===== config.mk =====
export PLATFORM = sky130hd
export DESIGN_NAME = hs_timer_bank
export DESIGN_NICKNAME = d
export VERILOG_FILES = /design/src/rtl/hstmr_pkg.sv /design/src/rtl/tmr_prescaler.sv /design/src/rtl/tmr_channel.sv /design/src/rtl/tmr_rdmux.sv /design/src/rtl/hs_timer_bank.sv
export SDC_FILE = /design/constraint.sdc
export NUM_CORES = 2
export LEC_CHECK = 0
export BUFFER_PORTS_ARGS = -buffer_cell sky130_fd_sc_hd__clkbuf_2
export CORE_MARGIN = 2
export CORE_UTILIZATION = 50
export DETAILED_ROUTE_END_ITERATION = 10
export PLACE_DENSITY = 0.66
export SYNTH_ARGS = -nofsm -noshare
export SYNTH_HDL_FRONTEND = slang
export SYNTH_HIERARCHICAL = 1
export SYNTH_SLANG_ARGS = --single-unit

===== constraint.sdc =====
create_clock -name clk -period 3.9 [get_ports clk]
set_input_delay 0.78 -clock clk [delete_from_list [all_inputs] [get_ports clk]]
set_output_delay 0.78 -clock clk [all_outputs]
set_load 0.05 [all_outputs]

===== src/rtl/hstmr_pkg.sv =====
package hstmr_pkg;
   // Shared register offsets
   localparam int unsigned IE_OFS    = 32'h00;
   localparam int unsigned IS_OFS    = 32'h04;
   localparam int unsigned CH_BASE   = 32'h10;
   localparam int unsigned CH_STRIDE = 32'h20;

   // Per-channel word index (byte offset = 4*index)
   localparam int unsigned NUM_WORDS = 5;
   localparam int unsigned W_CTL     = 0;
   localparam int unsigned W_IVL_LO  = 1;
   localparam int unsigned W_IVL_HI  = 2;
   localparam int unsigned W_CNT_LO  = 3;
   localparam int unsigned W_CNT_HI  = 4;

   // Control field positions
   localparam int unsigned B_EN      = 0;
   localparam int unsigned B_LOAD    = 1;
   localparam int unsigned B_PRE     = 4;
   localparam int unsigned PRE_W     = 3;
   localparam int unsigned B_ONESHOT = 7;

   function automatic int unsigned word_addr(int unsigned ch, int unsigned w);
      return CH_BASE + CH_STRIDE * ch + 4 * w;
   endfunction
endpackage


===== src/rtl/tmr_prescaler.sv =====
module tmr_prescaler #(
   parameter int unsigned SEL_W = hstmr_pkg::PRE_W
) (
   input  logic             clk,
   input  logic             rst_n,
   input  logic             active,
   input  logic             restart,
   input  logic [SEL_W-1:0] sel,
   output logic             tick
);
   localparam int unsigned DIV_W = (1 << SEL_W) - 1;

   logic [DIV_W-1:0] div_q;
   logic [DIV_W-1:0] lim;
   logic [DIV_W:0]   pow2;

   always_comb begin
      pow2      = '0;
      pow2[sel] = 1'b1;
      lim       = DIV_W'(pow2 - 1'b1);
   end

   assign tick = active && (div_q >= lim);

   always_ff @(posedge clk) begin
      if (!rst_n)                          div_q <= '0;
      else if (restart || !active || tick) div_q <= '0;
      else                                 div_q <= div_q + 1'b1;
   end


   tick_spacing_chk: assert property (@(posedge clk) disable iff (!rst_n)
      (tick && lim != '0) |=> (!tick || lim == '0));
endmodule


===== src/rtl/tmr_channel.sv =====
module tmr_channel #(
   parameter int unsigned DATA_W    = 32,
   parameter int unsigned CNT_W     = 64,
   parameter int unsigned GRACE_CYC = 2
) (
   input  logic              clk,
   input  logic              rst_n,
   input  logic              ctl_we,
   input  logic              ivl_lo_we,
   input  logic              ivl_hi_we,
   input  logic              cnt_lo_re,
   input  logic [DATA_W-1:0] wdata,
   output logic [DATA_W-1:0] ctl_rdata,
   output logic [CNT_W-1:0]  ivl_q,
   output logic [CNT_W-1:0]  cnt_q,
   output logic [DATA_W-1:0] snap_hi,
   output logic              expire
);
   import hstmr_pkg::*;

   localparam int unsigned GR_W = $clog2(GRACE_CYC + 1);

   logic             en_q, pend_q, os_q;
   logic [PRE_W-1:0] pre_q;
   logic [GR_W-1:0]  grace_q;
   logic             active, start, tick;
   logic             unused_bits;

   assign unused_bits = ^{wdata[3:2], wdata[DATA_W-1:8]};
   assign active = en_q || (grace_q != '0);
   assign start  = ctl_we && wdata[B_EN] && !en_q;
   assign expire = tick && !pend_q && (cnt_q == '0);

   tmr_prescaler #(.SEL_W(PRE_W)) u_pre (
      .clk     (clk),
      .rst_n   (rst_n),
      .active  (active),
      .restart (start),
      .sel     (pre_q),
      .tick    (tick)
   );

   always_ff @(posedge clk) begin
      if (!rst_n) begin
         en_q    <= 1'b0;
         pend_q  <= 1'b0;
         os_q    <= 1'b0;
         pre_q   <= '0;
         grace_q <= '0;
         ivl_q   <= '0;
         cnt_q   <= '0;
         snap_hi <= '0;
      end else begin
         if (ctl_we) begin
            en_q   <= wdata[B_EN];
            pend_q <= wdata[B_LOAD];
            pre_q  <= wdata[B_PRE +: PRE_W];
            os_q   <= wdata[B_ONESHOT];
         end else begin
            pend_q <= 1'b0;
            if (expire && os_q) en_q <= 1'b0;
         end

         if (ctl_we && en_q && !wdata[B_EN]) grace_q <= GR_W'(GRACE_CYC);
         else if (ctl_we && wdata[B_EN])     grace_q <= '0;
         else if (grace_q != '0)             grace_q <= grace_q - 1'b1;

         if (ivl_lo_we) ivl_q[DATA_W-1:0]     <= wdata;
         if (ivl_hi_we) ivl_q[CNT_W-1:DATA_W] <= wdata;

         if (pend_q)              cnt_q <= ivl_q;
         else if (tick) begin
            if (cnt_q == '0)      cnt_q <= os_q ? '0 : ivl_q;
            else                  cnt_q <= cnt_q - 1'b1;
         end

         if (cnt_lo_re) snap_hi <= cnt_q[CNT_W-1:DATA_W];
      end
   end

   always_comb begin
      ctl_rdata                    = '0;
      ctl_rdata[B_EN]              = en_q;
      ctl_rdata[B_LOAD]            = pend_q;
      ctl_rdata[B_PRE +: PRE_W]    = pre_q;
      ctl_rdata[B_ONESHOT]         = os_q;
   end


   reload_copy_chk: assert property (@(posedge clk) disable iff (!rst_n)
      pend_q |=> (cnt_q == $past(ivl_q)));

   count_step_chk: assert property (@(posedge clk) disable iff (!rst_n)
      (tick && !pend_q && cnt_q != '0) |=> (cnt_q == $past(cnt_q) - 1'b1));

   periodic_reload_chk: assert property (@(posedge clk) disable iff (!rst_n)
      (expire && !os_q) |=> (cnt_q == $past(ivl_q)));

   oneshot_stop_chk: assert property (@(posedge clk) disable iff (!rst_n)
      (expire && os_q && !ctl_we) |=> (!en_q && cnt_q == '0));

   halt_hold_chk: assert property (@(posedge clk) disable iff (!rst_n)
      (!active && !pend_q) |=> (cnt_q == $past(cnt_q)));
endmodule


===== src/rtl/tmr_rdmux.sv =====
module tmr_rdmux #(
   parameter int unsigned NUM_CH = 4,
   parameter int unsigned DATA_W = 32,
   parameter int unsigned ADDR_W = 8
) (
   input  logic [ADDR_W-1:0] addr,
   input  logic [NUM_CH-1:0] ie,
   input  logic [NUM_CH-1:0] status,
   input  logic [NUM_CH-1:0][hstmr_pkg::NUM_WORDS-1:0][DATA_W-1:0] words,
   output logic [DATA_W-1:0] rdata
);
   import hstmr_pkg::*;

   always_comb begin
      rdata = '0;
      if (32'(addr) == IE_OFS) rdata = DATA_W'(ie);
      if (32'(addr) == IS_OFS) rdata = DATA_W'(status);
      for (int n = 0; n < NUM_CH; n++) begin
         for (int k = 0; k < NUM_WORDS; k++) begin
            if (32'(addr) == word_addr(n, k)) rdata = words[n][k];
         end
      end
   end
endmodule


===== src/rtl/hs_timer_bank.sv =====
module hs_timer_bank #(
   parameter int unsigned NUM_CH    = 4,
   parameter int unsigned DATA_W    = 32,
   parameter int unsigned CNT_W     = 64,
   parameter int unsigned ADDR_W    = 8,
   parameter int unsigned GRACE_CYC = 2
) (
   input  logic              clk,
   input  logic              rst_n,
   input  logic              bus_wr,
   input  logic              bus_rd,
   input  logic [ADDR_W-1:0] bus_addr,
   input  logic [DATA_W-1:0] bus_wdata,
   output logic [DATA_W-1:0] bus_rdata,
   output logic [NUM_CH-1:0] irq
);
   import hstmr_pkg::*;

   localparam int unsigned TOP_ADDR = CH_BASE + CH_STRIDE * NUM_CH;

   if (!(NUM_CH == 2 || NUM_CH == 4)) begin : g_bad_nch
      $error("NUM_CH must be 2 or 4");
   end
   if (CNT_W != 2 * DATA_W) begin : g_bad_cnt
      $error("CNT_W must be twice DATA_W");
   end
   if (TOP_ADDR >= (1 << ADDR_W)) begin : g_bad_addr
      $error("ADDR_W too narrow for channel map");
   end

   logic [NUM_CH-1:0] ie_q, st_q, expire, sw_clr;
   logic [NUM_CH-1:0][NUM_WORDS-1:0][DATA_W-1:0] words;
   logic ie_we;

   assign ie_we = bus_wr && (32'(bus_addr) == IE_OFS);

   for (genvar n = 0; n < NUM_CH; n++) begin : g_ch
      logic [CNT_W-1:0] ivl, cnt;
      logic [DATA_W-1:0] ctl_rd, snap;

      tmr_channel #(
         .DATA_W    (DATA_W),
         .CNT_W     (CNT_W),
         .GRACE_CYC (GRACE_CYC)
      ) u_ch (
         .clk       (clk),
         .rst_n     (rst_n),
         .ctl_we    (bus_wr && 32'(bus_addr) == word_addr(n, W_CTL)),
         .ivl_lo_we (bus_wr && 32'(bus_addr) == word_addr(n, W_IVL_LO)),
         .ivl_hi_we (bus_wr && 32'(bus_addr) == word_addr(n, W_IVL_HI)),
         .cnt_lo_re (bus_rd && 32'(bus_addr) == word_addr(n, W_CNT_LO)),
         .wdata     (bus_wdata),
         .ctl_rdata (ctl_rd),
         .ivl_q     (ivl),
         .cnt_q     (cnt),
         .snap_hi   (snap),
         .expire    (expire[n])
      );

      assign words[n][W_CTL]    = ctl_rd;
      assign words[n][W_IVL_LO] = ivl[DATA_W-1:0];
      assign words[n][W_IVL_HI] = ivl[CNT_W-1:DATA_W];
      assign words[n][W_CNT_LO] = cnt[DATA_W-1:0];
      assign words[n][W_CNT_HI] = snap;

      assign sw_clr[n] = bus_wr && (32'(bus_addr) == IS_OFS) && bus_wdata[n];

      always_ff @(posedge clk) begin
         if (!rst_n)          st_q[n] <= 1'b0;
         else if (expire[n])  st_q[n] <= 1'b1;
         else if (sw_clr[n])  st_q[n] <= 1'b0;
      end


      status_clear_chk: assert property (@(posedge clk) disable iff (!rst_n)
         (sw_clr[n] && !expire[n]) |=> !st_q[n]);

      status_hold_chk: assert property (@(posedge clk) disable iff (!rst_n)
         (st_q[n] && !sw_clr[n]) |=> st_q[n]);

      status_set_chk: assert property (@(posedge clk) disable iff (!rst_n)
         expire[n] |=> st_q[n]);
   end

   always_ff @(posedge clk) begin
      if (!rst_n)     ie_q <= '0;
      else if (ie_we) ie_q <= bus_wdata[NUM_CH-1:0];
   end

   assign irq = st_q & ie_q;

   tmr_rdmux #(
      .NUM_CH (NUM_CH),
      .DATA_W (DATA_W),
      .ADDR_W (ADDR_W)
   ) u_rd (
      .addr   (bus_addr),
      .ie     (ie_q),
      .status (st_q),
      .words  (words),
      .rdata  (bus_rdata)
   );
endmodule


---- Word-level counts from Yosys, hierarchy flattened ----
Cells that the tools add are included.
storage, ports and cells
  bits in registers ....................... 708
  input port bits ......................... 44
  output and inout bits ................... 36
  logic and storage cells ................. 294
operators by class
  $add $sub $neg .......................... 16
  magnitude comparators ................... 12
  equal/unequal tests ..................... 21
  muxes and demuxes ....................... 74
  bitwise operators ....................... 2
  reduce and logical (&&, ||, !) cells .... 120
operator list
  cell                                                                                 number
  64-bit 2-to-1 mux                                                                    16
  32-bit 2-to-1 mux                                                                    19
  64-bit zero test                                                                     4
  64-bit by 1-bit subtractor with 64-bit output, second input constant                 4
  8-bit by 7-bit == test with 1-bit output, second input constant                      10
  1-bit logical AND                                                                    58
  8-bit by 6-bit == test with 1-bit output, second input constant                      5
  8-bit by 5-bit == test with 1-bit output, second input constant                      4
  2-bit nonzero test                                                                   16
  7-bit by 1-bit adder with 7-bit output, second input constant                        4
  7-bit greater-or-equal comparator                                                    4
  7-bit by 1-bit subtractor with 7-bit output, second input constant                   4
  2-bit 2-to-1 mux                                                                     12
  1-bit 2-to-1 mux                                                                     20
  3-bit by 4-bit < comparator with 1-bit output, second input constant                 4
  1-bit zero test                                                                      13
  1-bit demux with 3-bit select                                                        4
  3-bit by 1-bit greater-or-equal comparator with 1-bit output, second input constant  4
  1-bit logical OR                                                                     12
  3-bit nonzero test                                                                   4
  3-bit OR reduction                                                                   4
  8-bit by 3-bit == test with 1-bit output, second input constant                      1
  8-bit == test, second input constant                                                 1
  8-bit zero test                                                                      1
  7 further kinds                                                                      17

---- Logic depth before layout (Yosys ltp) ----
  word-level depth ........................ 23
  depth in mapped cells ................... 16
  depth with buffers taken out ............ 13

---- Cells and area by module ----
Netlist, hierarchy kept.
modules (own cells, without submodules)
  module                          times used  cells an instance  area each (µm²)  seq. area each (µm²)
  tmr_channel (g_ch[0].u_ch ...)  2           939                8186.6           3363.2
  tmr_channel (g_ch[2].u_ch ...)  2           940                8120.3           3363.2
  tmr_rdmux                       1           931                6128.4           0.0
  tmr_prescaler                   4           51                 491.7            140.1
  hs_timer_bank                   1           70                 525.5            160.2

---- Worst setup path after synthesis ----
OpenSTA, ideal clock, no wires.
  kind .................................... input to output
  start point ............................. input bus_addr[1]
  end point ............................... output bus_rdata[15]
  arrival ................................. 3543 ps
  required time ........................... 3120 ps
  setup slack ............................. -423 ps
  cell stages on the path ................. 9
  buffers on the path ..................... 3
  cell sequence ........................... buf_2 or4b_2 clkbuf_1 nor2_4 buf_2 a221oi_1 o21ai_0 a21oi_1 o31ai_1
on the way
  longest elaborated chain between the ends .. 20
  elaborated cells between the ends (all ways) .. 38
  those cells by class .................... 19 x eq/ne; 19 x mux
ends and longest elaborated chain
  what                                      line                 RTL
  from (decl)                               hs_timer_bank.sv:12  input logic [ADDR_W-1:0] bus_addr,
  8-bit by 5-bit == test with 1-bit output  tmr_rdmux.sv:20      if (32'(addr) == word_addr(n, k)) rdata = words[n][k];
  32-bit 2-to-1 mux (18 in series)          tmr_rdmux.sv:20
  32-bit 2-to-1 mux (*)                     tmr_rdmux.sv:20
  to (decl)                                 hs_timer_bank.sv:14  output logic [DATA_W-1:0] bus_rdata,
Every way passes the cells marked *; elsewhere a longest branch is shown, timed or not.

---- Worst setup path in the final report ----
  start point ............................. input bus_addr[1]
  end point ............................... output bus_rdata[17]
Same word-level chain as after synthesis.

==> summary.txt <==
CTS
  – TritonCTS sink count: 708
  – CTS Root Cell: clkbuf_16
  – H-tree lvl count: 3
  – Hold_buf cts: 0
  – Clock Pin Slew Worst Setup and Hold Paths: ~60 ps
  – Max clock buf depth: 3
  – CTS Buf Count: approximately 80
  – CTS tree: done
  – Clk Latency, worst-skew pair: 660 ps

Detailed routing
  – Drt first pass iters: 6
  – Final ANT Viol Nets: 0
  – DR iter-0 viols: 6375
  – Wire length per cell: 30.0 µm
  – Via count: 42400
  – Drc violations: 0
  – Routed WL: 190 mm
  – Via-per-instance ratio: 6.72

Place
  – Gpl congestion: 1.11
  – PortBufs: 79
  – Area after DPL: 45000 µm²
  – DP Wirelength: 138 mm

Power
  – Switching power: 4290 µW
  – Power share of the sequential group: between 40% and 50%
  – Leak Pwr: 0.0183 µW
  – Switching Share: 25.5%
  – Pwr/cell area: 347 nW/µm²
  – Maximum vdd ir drop: around 0.33 mV
  – Internal Dissipation: 12500 µW
  – Comb power frac: 8.2%
  – Clock Power Share: 48.6%

Yosys
  – Post-synthesis sequential area ratio: around a third
  – Post-synth EDFFs: 0
  – Mean post-synth cell area: 8.31 µm²
  – Ys Warns: 6
  – Syn Inst Count: 4963
  – Seq cells post-synth: 708
  – Count of cell types in the netlist: 102
  – Ys async rst share: 0%
  – Predominant post-synthesis flop cell: dfxtp_1
  – Post-Synthesis Cell Area: 41200 µm²

Floorplanning
  – Chip Height: 291 µm
  – Ports: 80
  – Initial Util: 50.4%
  – CORE AREA: 81800 µm²
  – Cell Rows: 105
  – DIE WIDTH: 291 µm
  – Die Area: 84800 µm²

Cells and area
  – Fillers: 7439
  – Area growth, synth to finish: 17.4%
  – Core Util, Final: around 59%
  – Final std cell area, no fill: 48400 µm²
  – Layout cells sized above 1: 16.8%
  – Final nets: roughly 5300

Timing
  – Worst Skew: slightly below 40 ps
  – RSZ-0062 raised after global routing: yes
  – Min setup slack post-route: -73.4 ps
  – Max Clock Freq: roughly 250 MHz
  – Measured slew at the worst slew-check pin: roughly 1000 ps
  – Slew Limit Fails: 0
  – Final setup viols: 6
  – Period utilization: 102%
  – Relative slew slack: between 30% and 40%
  – Hold slack: 477 ps
  – Final hold violations: 0
  – Crit path time final: 3970 ps

Critical path
  – Crit-path leading delay family: buffers and inverters
  – Largest stage delay, worst path: 580 ps
  – WP data required: 3120 ps
  – Crit path cell chain: clkbuf_4, buf_4, or2_4, buf_4, buf_4, nor2_1, buf_4, buf_4, a222oi_1, o31ai_4, buf_12
  – Crit path DAT: 3190 ps
  – Most frequent CP cell: buf_4
  – Crit-path slowest cell: a222oi_1
  – CP Capture Type: output pin
  – CP startpoint kind: input pin
  – CP max FO: 11
  – Critical path buffers and inverters: 7
  – Setup CP Type: in -> out

Status
  – Failing checks: negative setup slack
  – Status: finished with violations

Global routing
  – All-Layer GR Usage: 42.9%
  – Pin count of the biggest net entering global routing: 116
  – First-pass GRT wire length: 271 mm
  – Vias in the first global route: 38200
  – Grt total ovfl: 0
  – Antenna violations before repair: 11

Hold path
  – Worst min-delay path category: reg -> reg

Job
  – Max Cap Viol: 0
## placed cells by master (no fill, tap or decap), types with 25 or more instances in the layout
master,instances
dfxtp_1,707
nor2_1,622
mux2i_1,463
buf_4,406
a21oi_1,310
nand2_1,296
o21ai_0,270
nand3_1,188
nor3_1,125
conb_1,104
a22oi_1,96
xor2_1,92
clkbuf_16,84
o211ai_1,72
a31oi_1,71
xnor2_1,70
inv_1,69
nor4_1,67
o22ai_1,64
or3_1,59
buf_12,51
a221oi_1,41
ha_1,40
clkbuf_2,39
or4_1,35
a221o_1,28
o221ai_1,27
nand3b_1,25
## cell families (layout without fill, tap and decap cells)
group	after synthesis	after routing	synth area share [%]
compound gates	1292	1292	20.6
other cells	4	108	0.0364
fa+ha+maj	40	40	1.21
mux	495	495	12.6
simple gates	1688	1688	20.8
buf+inv	572	748	6.87
flops	708	708	34.4
xor+xnor	164	164	3.52
## cell type report
type / instances / area, µm² / area share, %
antenna: 4 / 10.0 / 0.0207
clock buffer: 109 / 2240 / 4.63
clock inverter: 36 / 553 / 1.14
inverter: 79 / 303 / 0.625
multi-input combinational: 3783 / 25200 / 52.0
sequential: 708 / 14200 / 29.3
tap: 1070 / 1340 / 2.77
timing repair buffer: 524 / 4610 / 9.53
## path summary, 6_finish.rpt
path,from,endpoint,slack [ps],cells after the start
min,g_ch[0].u_ch/ivl_q[6],g_ch[0].u_ch/cnt_q[6],480,2
min reg2reg,g_ch[0].u_ch/ivl_q[6],g_ch[0].u_ch/cnt_q[6],480,2
max,bus_addr[1],bus_rdata[17],-70,11
max reg2reg,g_ch[2].u_ch/pre_q[2],g_ch[2].u_ch/cnt_q[58],240,14
## routing by layer
metal / track usage, % / vias to the layer above / part of all wire (%)
met1: 60.2 / 20300 / 40
met3: 9.12 / 534 / 13
met4: 24.1 / 10 / 6.9
met2: 60.8 / 3075 / 40
met5: 0 / - / 0.036
li1: - / 18500 / -
## through the flow
| stage | setup TNS (ps) | power [µW] | worst slack (ps) | instances |
|---|---|---|---|---|
| after floorplan | 0 | 8150 | 0.529 | 5063 |
| after global placement | -2790 | 8690 | -271 | 6145 |
| after detailed placement | -3220 | 8700 | -301 | 6145 |
| after CTS | -20.1 | 16800 | -20.1 | 6299 |
| after global routing | -61.7 | 17100 | -41.6 | 6309 |
| final | -137 | 16800 | -73.4 | 6313 |
## worst min-delay path: stages, from the launching register on
cell     delay (ps)
dfxtp_1         320
nand3_1          70
nand2_1          40
## sequential cells by signal (all words and copies together), names as in the netlist
register and flops:
st_q 4, g_ch.u_ch/snap_hi 128, g_ch.u_ch/pre_q 12, g_ch.u_ch/en_q 4, g_ch.u_ch/cnt_q 256, ie_q 4
g_ch.u_ch/pend_q 4, g_ch.u_ch/u_pre/div_q 28, g_ch.u_ch/os_q 4, g_ch.u_ch/ivl_q 256, g_ch.u_ch/grace_q 8
## cell usage after synthesis, types with 57 or more instances
library cell | count | share of area, %
dfxtp_1 | 708 | 34
nor2_1 | 642 | 5.8
mux2i_1 | 463 | 11
a21oi_1 | 320 | 3.9
nand2_1 | 299 | 2.7
o21ai_0 | 287 | 3.5
clkbuf_1 | 221 | 2.0
nand3_1 | 189 | 2.3
buf_4 | 136 | 2.5
nor3_1 | 128 | 1.6
a22oi_1 | 96 | 1.7
xor2_1 | 92 | 2.0
o211ai_1 | 72 | 1.3
a31oi_1 | 71 | 1.1
xnor2_1 | 70 | 1.5
inv_1 | 69 | 0.63
nor4_1 | 69 | 1.0
buf_2 | 68 | 0.83
o22ai_1 | 65 | 0.99
or3_1 | 61 | 0.93
buf_1 | 57 | 0.52
## power by group through the flow
stage / logic (µW) / registers [µW] / clock network, µW
6_report: 1380 / 7250 / 8170
5_1_grt: 1410 / 7250 / 8460
4_1_cts: 1310 / 7250 / 8200
3_5_place_dp: 1280 / 7410 / 0
3_3_place_gp: 1280 / 7410 / 0
2_1_floorplan: 744 / 7400 / 0
## what timing repair did
item,CTS,global route
cloned,0,3
resized for setup,69,62
pin swaps,14,21
setup buffers,9,8
setup endpoints to repair,29,30
Power figures use the tool's default switching activity.
